[config.mk]
export PLATFORM = sky130hd
export DESIGN_NAME = tlb_miss_walker
export DESIGN_NICKNAME = d
export VERILOG_FILES = /design/src/rtl/walk_pkg.sv /design/src/rtl/walk_addr.sv /design/src/rtl/walk_perm.sv /design/src/rtl/walk_ctrl.sv /design/src/rtl/tlb_miss_walker.sv
export SDC_FILE = /design/constraint.sdc
export NUM_CORES = 1
export LEC_CHECK = 0
export BUFFER_PORTS_ARGS = -buffer_cell sky130_fd_sc_hd__buf_2
export CORE_MARGIN = 2
export CORE_UTILIZATION = 49
export DETAILED_ROUTE_END_ITERATION = 16
export GPL_TIMING_DRIVEN = 0
export PLACE_DENSITY_LB_ADDON = 0.08
export REMOVE_ABC_BUFFERS = 1
export SYNTH_ARGS = -nofsm -noshare
export SYNTH_HDL_FRONTEND = slang
export SYNTH_SLANG_ARGS = --single-unit
[constraint.sdc]
create_clock -name clk -period 1.77 [get_ports clk]
set_clock_uncertainty 0.05 [all_clocks]
set_input_delay 0 -clock clk [delete_from_list [all_inputs] [get_ports clk]]
set_output_delay 0 -clock clk [all_outputs]
set_load 0.02 [all_outputs]
[src/rtl/walk_pkg.sv]
package walk_pkg;
  localparam int unsigned AW      = 32;
  localparam int unsigned OFS_W   = 12;
  localparam int unsigned IDX_W   = 10;
  localparam int unsigned ENT_B   = 2;
  localparam int unsigned PFN_W   = AW - OFS_W;
  localparam int unsigned BIG_OFS = OFS_W + IDX_W;

  // entry flag positions (decoded by software, so fixed)
  localparam int unsigned F_PRES  = 0;
  localparam int unsigned F_WR    = 1;
  localparam int unsigned F_USR   = 2;
  localparam int unsigned F_ACC   = 5;
  localparam int unsigned F_DIRTY = 6;
  localparam int unsigned F_BIG   = 7;
  localparam int unsigned F_GLB   = 8;

  typedef enum logic [2:0] {
    ST_IDLE, ST_RD_DIR, ST_RD_TBL, ST_WB, ST_DONE, ST_FAULT
  } walk_state_t;

  function automatic logic [AW-1:0] dir_entry_addr(input logic [PFN_W-1:0] frame,
                                                   input logic [AW-1:0] va);
    return {frame, va[AW-1:BIG_OFS], {ENT_B{1'b0}}};
  endfunction

  function automatic logic [AW-1:0] tbl_entry_addr(input logic [PFN_W-1:0] frame,
                                                   input logic [AW-1:0] va);
    return {frame, va[BIG_OFS-1:OFS_W], {ENT_B{1'b0}}};
  endfunction

  function automatic logic [AW-1:0] small_pa(input logic [PFN_W-1:0] frame,
                                             input logic [AW-1:0] va);
    return {frame, va[OFS_W-1:0]};
  endfunction

  function automatic logic [AW-1:0] big_pa(input logic [PFN_W-1:0] frame,
                                           input logic [AW-1:0] va);
    return {frame[PFN_W-1:IDX_W], va[BIG_OFS-1:0]};
  endfunction

  function automatic logic leaf_needs_wb(input logic [AW-1:0] e, input logic wr);
    return !e[F_ACC] || (wr && !e[F_DIRTY]);
  endfunction

  function automatic logic [AW-1:0] mark_entry(input logic [AW-1:0] e, input logic set_d);
    logic [AW-1:0] r;
    r = e;
    r[F_ACC] = 1'b1;
    if (set_d) r[F_DIRTY] = 1'b1;
    return r;
  endfunction
endpackage

[src/rtl/walk_addr.sv]
module walk_addr
  import walk_pkg::*;
(
  input  logic [PFN_W-1:0] dir_frame,
  input  logic [AW-1:0]    va,
  input  logic [PFN_W-1:0] dir_next,
  input  logic [PFN_W-1:0] leaf_frame,
  output logic [AW-1:0]    dir_addr,
  output logic [AW-1:0]    tbl_addr,
  output logic [AW-1:0]    pa_small,
  output logic [AW-1:0]    pa_big
);
  always_comb begin
    dir_addr = dir_entry_addr(dir_frame, va);
    tbl_addr = tbl_entry_addr(dir_next, va);
    pa_small = small_pa(leaf_frame, va);
    pa_big   = big_pa(dir_next, va);
  end
endmodule

[src/rtl/walk_perm.sv]
module walk_perm (
  input  logic big,
  input  logic dir_wr,
  input  logic dir_usr,
  input  logic leaf_wr,
  input  logic leaf_usr,
  input  logic acc_wr,
  input  logic acc_usr,
  output logic eff_wr,
  output logic eff_usr,
  output logic prot_bad
);
  always_comb begin
    eff_wr   = big ? dir_wr  : (dir_wr  & leaf_wr);
    eff_usr  = big ? dir_usr : (dir_usr & leaf_usr);
    prot_bad = (acc_wr & ~eff_wr) | (acc_usr & ~eff_usr);
  end
endmodule

[src/rtl/walk_ctrl.sv]
module walk_ctrl
  import walk_pkg::*;
(
  input  logic             clk,
  input  logic             rst_n,
  input  logic [PFN_W-1:0] dir_frame,
  input  logic             miss_valid,
  input  logic [AW-1:0]    miss_va,
  input  logic             miss_write,
  input  logic             miss_user,
  output logic             busy,
  output logic             accept,
  output logic             mem_req,
  output logic             mem_we,
  output logic [AW-1:0]    mem_addr,
  output logic [AW-1:0]    mem_wdata,
  input  logic             mem_ack,
  input  logic [AW-1:0]    mem_rdata,
  output logic [PFN_W-1:0] base_q_o,
  output logic [AW-1:0]    va_q_o,
  output logic [PFN_W-1:0] dir_next_o,
  output logic [PFN_W-1:0] leaf_frame_o,
  input  logic [AW-1:0]    dir_addr,
  input  logic [AW-1:0]    tbl_addr,
  input  logic [AW-1:0]    pa_small,
  input  logic [AW-1:0]    pa_big,
  output logic             perm_big,
  output logic             perm_dir_wr,
  output logic             perm_dir_usr,
  output logic             perm_leaf_wr,
  output logic             perm_leaf_usr,
  output logic             acc_wr,
  output logic             acc_usr,
  input  logic             eff_wr,
  input  logic             eff_usr,
  input  logic             prot_bad,
  output logic             fill_valid,
  output logic [PFN_W-1:0] fill_vpn,
  output logic [AW-1:0]    fill_pa,
  output logic             fill_large,
  output logic             fill_writable,
  output logic             fill_user,
  output logic             fill_global,
  output logic             fill_dirty,
  output logic             fault_valid,
  output logic [AW-1:0]    fault_va,
  output logic             fault_prot,
  output logic             fault_write,
  output logic             fault_user
);
  walk_state_t      state_q, state_d;
  logic [PFN_W-1:0] base_q;
  logic [AW-1:0]    va_q, pde_q, pte_q;
  logic             wr_q, us_q, big_q, prot_q;
  logic             wb_dir_q, wb_leaf_q;
  logic             eff_wr_q, eff_usr_q;
  logic             rd_hs;
  logic             ent_present, ent_big;

  assign busy        = (state_q != ST_IDLE);
  assign accept      = miss_valid && (state_q == ST_IDLE);
  assign rd_hs       = mem_ack && ((state_q == ST_RD_DIR) || (state_q == ST_RD_TBL));
  assign ent_present = mem_rdata[F_PRES];
  assign ent_big     = mem_rdata[F_BIG];

  // permission inputs: live entry in the read cycle, held directory entry later
  assign perm_big      = (state_q == ST_RD_DIR);
  assign perm_dir_wr   = (state_q == ST_RD_DIR) ? mem_rdata[F_WR]  : pde_q[F_WR];
  assign perm_dir_usr  = (state_q == ST_RD_DIR) ? mem_rdata[F_USR] : pde_q[F_USR];
  assign perm_leaf_wr  = mem_rdata[F_WR];
  assign perm_leaf_usr = mem_rdata[F_USR];
  assign acc_wr        = wr_q;
  assign acc_usr       = us_q;

  assign base_q_o     = base_q;
  assign va_q_o       = va_q;
  assign dir_next_o   = pde_q[AW-1:OFS_W];
  assign leaf_frame_o = pte_q[AW-1:OFS_W];

  always_comb begin
    state_d = state_q;
    unique case (state_q)
      ST_IDLE:   if (miss_valid) state_d = ST_RD_DIR;
      ST_RD_DIR: if (mem_ack) begin
        if (!ent_present)   state_d = ST_FAULT;
        else if (ent_big)   state_d = prot_bad ? ST_FAULT :
                                      (leaf_needs_wb(mem_rdata, wr_q) ? ST_WB : ST_DONE);
        else                state_d = ST_RD_TBL;
      end
      ST_RD_TBL: if (mem_ack) begin
        if (!ent_present || prot_bad) state_d = ST_FAULT;
        else if (!pde_q[F_ACC] || leaf_needs_wb(mem_rdata, wr_q)) state_d = ST_WB;
        else state_d = ST_DONE;
      end
      ST_WB:     if (mem_ack && !(wb_dir_q && wb_leaf_q)) state_d = ST_DONE;
      ST_DONE:   state_d = ST_IDLE;
      ST_FAULT:  state_d = ST_IDLE;
      default:   state_d = ST_IDLE;
    endcase
  end

  always_ff @(posedge clk) begin
    if (!rst_n) begin
      state_q   <= ST_IDLE;
      base_q    <= '0;
      va_q      <= '0;
      pde_q     <= '0;
      pte_q     <= '0;
      wr_q      <= 1'b0;
      us_q      <= 1'b0;
      big_q     <= 1'b0;
      prot_q    <= 1'b0;
      wb_dir_q  <= 1'b0;
      wb_leaf_q <= 1'b0;
      eff_wr_q  <= 1'b0;
      eff_usr_q <= 1'b0;
    end else begin
      state_q <= state_d;
      if (accept) begin
        base_q <= dir_frame;
        va_q   <= miss_va;
        wr_q   <= miss_write;
        us_q   <= miss_user;
        big_q  <= 1'b0;
      end
      if (rd_hs) begin
        eff_wr_q  <= eff_wr;
        eff_usr_q <= eff_usr;
      end
      if (rd_hs && (state_q == ST_RD_DIR)) begin
        pde_q     <= mem_rdata;
        big_q     <= ent_present && ent_big;
        prot_q    <= ent_present;
        wb_dir_q  <= ent_present && ent_big && leaf_needs_wb(mem_rdata, wr_q);
        wb_leaf_q <= 1'b0;
      end
      if (rd_hs && (state_q == ST_RD_TBL)) begin
        pte_q     <= mem_rdata;
        prot_q    <= ent_present;
        wb_dir_q  <= !pde_q[F_ACC];
        wb_leaf_q <= leaf_needs_wb(mem_rdata, wr_q);
      end
      if (mem_ack && (state_q == ST_WB)) begin
        if (wb_dir_q) wb_dir_q  <= 1'b0;
        else          wb_leaf_q <= 1'b0;
      end
    end
  end

  always_comb begin
    mem_req   = (state_q == ST_RD_DIR) || (state_q == ST_RD_TBL) || (state_q == ST_WB);
    mem_we    = (state_q == ST_WB);
    mem_addr  = '0;
    mem_wdata = '0;
    unique case (state_q)
      ST_RD_DIR: mem_addr = dir_addr;
      ST_RD_TBL: mem_addr = tbl_addr;
      ST_WB: begin
        mem_addr  = wb_dir_q ? dir_addr : tbl_addr;
        mem_wdata = wb_dir_q ? mark_entry(pde_q, big_q && wr_q) : mark_entry(pte_q, wr_q);
      end
      default: ;
    endcase
  end

  assign fill_valid    = (state_q == ST_DONE);
  assign fill_vpn      = va_q[AW-1:OFS_W];
  assign fill_pa       = big_q ? pa_big : pa_small;
  assign fill_large    = big_q;
  assign fill_writable = eff_wr_q;
  assign fill_user     = eff_usr_q;
  assign fill_global   = big_q ? pde_q[F_GLB] : pte_q[F_GLB];
  assign fill_dirty    = (big_q ? pde_q[F_DIRTY] : pte_q[F_DIRTY]) | wr_q;
  assign fault_valid   = (state_q == ST_FAULT);
  assign fault_va      = va_q;
  assign fault_prot    = prot_q;
  assign fault_write   = wr_q;
  assign fault_user    = us_q;
endmodule

[src/rtl/tlb_miss_walker.sv]
module tlb_miss_walker
  import walk_pkg::*;
(
  input  logic             clk,
  input  logic             rst_n,
  input  logic [PFN_W-1:0] dir_frame,
  input  logic             miss_valid,
  input  logic [AW-1:0]    miss_va,
  input  logic             miss_write,
  input  logic             miss_user,
  output logic             busy,
  output logic             mem_req,
  output logic             mem_we,
  output logic [AW-1:0]    mem_addr,
  output logic [AW-1:0]    mem_wdata,
  input  logic             mem_ack,
  input  logic [AW-1:0]    mem_rdata,
  output logic             fill_valid,
  output logic [PFN_W-1:0] fill_vpn,
  output logic [AW-1:0]    fill_pa,
  output logic             fill_large,
  output logic             fill_writable,
  output logic             fill_user,
  output logic             fill_global,
  output logic             fill_dirty,
  output logic             fault_valid,
  output logic [AW-1:0]    fault_va,
  output logic             fault_prot,
  output logic             fault_write,
  output logic             fault_user
);
  logic             accept;
  logic [PFN_W-1:0] base_q, dir_next, leaf_frame;
  logic [AW-1:0]    va_q, dir_addr, tbl_addr, pa_small, pa_big;
  logic             perm_big, perm_dir_wr, perm_dir_usr, perm_leaf_wr, perm_leaf_usr;
  logic             acc_wr, acc_usr, eff_wr, eff_usr, prot_bad;

  walk_ctrl u_ctrl (
    .clk, .rst_n, .dir_frame, .miss_valid, .miss_va, .miss_write, .miss_user,
    .busy, .accept, .mem_req, .mem_we, .mem_addr, .mem_wdata, .mem_ack, .mem_rdata,
    .base_q_o(base_q), .va_q_o(va_q), .dir_next_o(dir_next), .leaf_frame_o(leaf_frame),
    .dir_addr, .tbl_addr, .pa_small, .pa_big,
    .perm_big, .perm_dir_wr, .perm_dir_usr, .perm_leaf_wr, .perm_leaf_usr,
    .acc_wr, .acc_usr, .eff_wr, .eff_usr, .prot_bad,
    .fill_valid, .fill_vpn, .fill_pa, .fill_large, .fill_writable, .fill_user,
    .fill_global, .fill_dirty, .fault_valid, .fault_va, .fault_prot, .fault_write,
    .fault_user
  );

  walk_addr u_addr (
    .dir_frame(base_q), .va(va_q), .dir_next, .leaf_frame,
    .dir_addr, .tbl_addr, .pa_small, .pa_big
  );

  walk_perm u_perm (
    .big(perm_big), .dir_wr(perm_dir_wr), .dir_usr(perm_dir_usr),
    .leaf_wr(perm_leaf_wr), .leaf_usr(perm_leaf_usr),
    .acc_wr, .acc_usr, .eff_wr, .eff_usr, .prot_bad
  );
endmodule

==> metrics <==
outcome finished, violations left; failing checks negative setup slack; Ys Warns 0; number of global-route vias before repair 6123; Final Hold Vio Count 0; pin count of the biggest net entering global routing 71; worst-margin pin slew around 0.53 ns; Max FO, Critical Path 33; M1 GR Usage 0.356; Avg WL per Cell 18.3 um; Mean Syn Cell Area 8.27 um2; Distinct cells, synth 40; Synth Area in XOR/XNOR 0.00140; largest family of logic cells by synthesized area compound AO/OA/AOI/OAI gates; count of input and output buffers about 250; Final min period roughly 1.8 ns; first-pass GRT wire length approximately 31000 um; Nets approximately 1200; max_cap viols 0; top cell type's share of synthesized area 0.402; Yosys top cell by area dfxtp_1; Worst Setup SP u_ctrl.state_q[0]; die height 117 um; Post-synth top flop dfxtp_1; met3 Usage GRT 0.0561; RSZ-0062 raised after global routing true; hpwl dp between 10000 and 15000 um; busiest grt layer met2; final max-slew violation count 0; Initial Utilization 0.499; Post-synth EDFFs 0; crit end category flip-flop; hold path start rst_n; fraction of layout instances using a drive strength above 1 0.338; Synth Area in Adders 0; fin worst setup slack -0.0792 ns; Synth Register Bits about 130; CTS buffer count 17; # DRC 0; min-delay worst type in -> reg; GR Overflow Total 0; Achievable Freq between 500 and 600 MHz; Leak 4.12 nW; Starting DRT DRC Count between 500 and 600; Synth Area in Compound Gates 0.216; reg2reg start u_ctrl.state_q[0]; TNS Setup -1.82 ns; Core Area 12600 um2; gpl congestion ~0.83; antenna viol nets, final 0; ranking of synthesized cells by area dfxtp_1, nand2_1, a21boi_1, a21boi_0, buf_4; Area Growth Syn to Fin 51.2%; CTS clock-pin slew for the worst setup and hold paths roughly 0.05 ns; synth cell count leaders nand2_1, dfxtp_1, a21boi_1; nature of the critical path startpoint flip-flop; Placement Rows roughly 40; Max-slew headroom 0.647; worst path arrival time around 2.2 ns; post-synthesis simple-gate area fraction 0.191; register area share after synthesis 0.402; crit share post-route 1.04; Detailed Routing Iterations Pass 1 5; Via Count 6666; Gate Count Post-Synth 759; Final setup violation count 48; WL final approximately 23000 um; top-count cell post-synth nand2_1; Syn Std Cell Area approximately 6300 um2; TritonCTS Sinks between 100 and 150; initial antenna violation count 1; I/O pins ~250; Setup CP Type reg -> reg; post-synthesis async set-or-reset flop share 0; Max IR drop VDD 0.625 mV; Antenna Cells 0; pwr/cell area roughly 870 nW/um2; fillcell total 904; met2 Use GR 0.522; data required time of the critical path ~2.1 ns; multiplexer share of the synthesized area 0.0905; pre-CTS WS -0.945 ns; die width between 100 and 150 um; clk buf depth 2; Die Area 13700 um2; GRT Resource Usage Total 0.299; Root Buffer clkbuf_16; Clock Latency Late Sink roughly 0.4 ns; H-tree depth 4; CTS tree built; Via density around 5.4
[power breakdown]
part           switching [mW]  total, mW  internal (mW)
logic                    1.09       1.95          0.858
registers               0.158       3.18           3.02
clock network            1.16       3.10           1.94
[cell type report]
| class | count | area (um2) | share of cell area |
|---|---|---|---|
| clock inverters | 1 | 5.00 | 0.000527 |
| clock buffers | 27 | 513 | 0.0541 |
| well taps | 172 | 215 | 0.0227 |
| flip-flops and latches | 126 | 2540 | 0.268 |
| inverters | 9 | 37.5 | 0.00396 |
| multi-input cells | 535 | 3280 | 0.346 |
| repair buffers | 375 | 2900 | 0.305 |
[flip-flops by register name, indices dropped and copies added, names as in the netlist, 3 cells and up]
| signal | flops |
|---|---|
| u_ctrl.base_q_o | 20 |
| u_ctrl.fault_va | 32 |
| u_ctrl.pde_q | 32 |
| u_ctrl.pte_q | 31 |
| u_ctrl.state_q | 3 |
[path summary, 6_finish.rpt]
| path | endpoint | slack, ns | cells past startpoint |
|---|---|---|---|
| min | u_ctrl.pde_q[6] | 0.04 | 2 |
| max reg2reg | u_ctrl.wb_leaf_q | -0.08 | 5 |
| min reg2reg | u_ctrl.pte_q[7] | 0.40 | 2 |
| max | u_ctrl.wb_leaf_q | -0.08 | 5 |
[layer usage]
layer	routed length, um	share of wire
met2	11200	0.49
met4	703	0.031
met3	1600	0.071
met1	9270	0.41
met5	0	0
[placed cells by master, fill, tap and decap left out, types with 22 or more instances in the layout]
cell type and instances:
nor2_1 32, dlygate4sd3_1 87, a21boi_0 53, a22o_1 30, mux2_2 22, nand2_1 236, mux2i_1 32, buf_6 37
buf_2 217, dfxtp_1 121, a21boi_1 68
[worst max-delay path, stage by stage (launching register included)]
cell and delay, ns:
dfxtp_4 0.36, buf_6 0.13, nor3_2 0.40, nand2_4 0.38, o22ai_1 0.28, and3_1 0.19
[what timing repair did]
| item | 4_1_cts | 5_1_grt |
|---|---|---|
| cloned | 4 | 5 |
| pin swaps | 18 | 15 |
| setup endpoints to repair | 194 | 156 |
| buffers inserted | 15 | 13 |
| hold endpoints to repair | 122 | 0 |
| resized for setup | 83 | 17 |
| hold buffers | 87 | 0 |
[stage by stage]
stage | area, um2 | power [mW] | util | hold WS, ns | instances
after floorplan | 5700 | 4.00 | - | 0.0782 | 665
after global placement | 7150 | 4.54 | 0.569 | 0.193 | 1085
after detailed placement | 7360 | 4.67 | 0.586 | 0.196 | 1093
after CTS | 9220 | 8.08 | 0.733 | 0.0374 | 1227
after global routing | 9490 | 8.52 | 0.755 | 0.0702 | 1245
final | 9490 | 8.23 | 0.755 | 0.0439 | 1245
[kinds of logic after synthesis]
kind of cell,after synthesis
buf+inv,104
compound gates,176
other cells,1
flops,126
mux,54
simple gates,297
xor+xnor,1
Note: power is estimated with default switching activity, not from simulation.
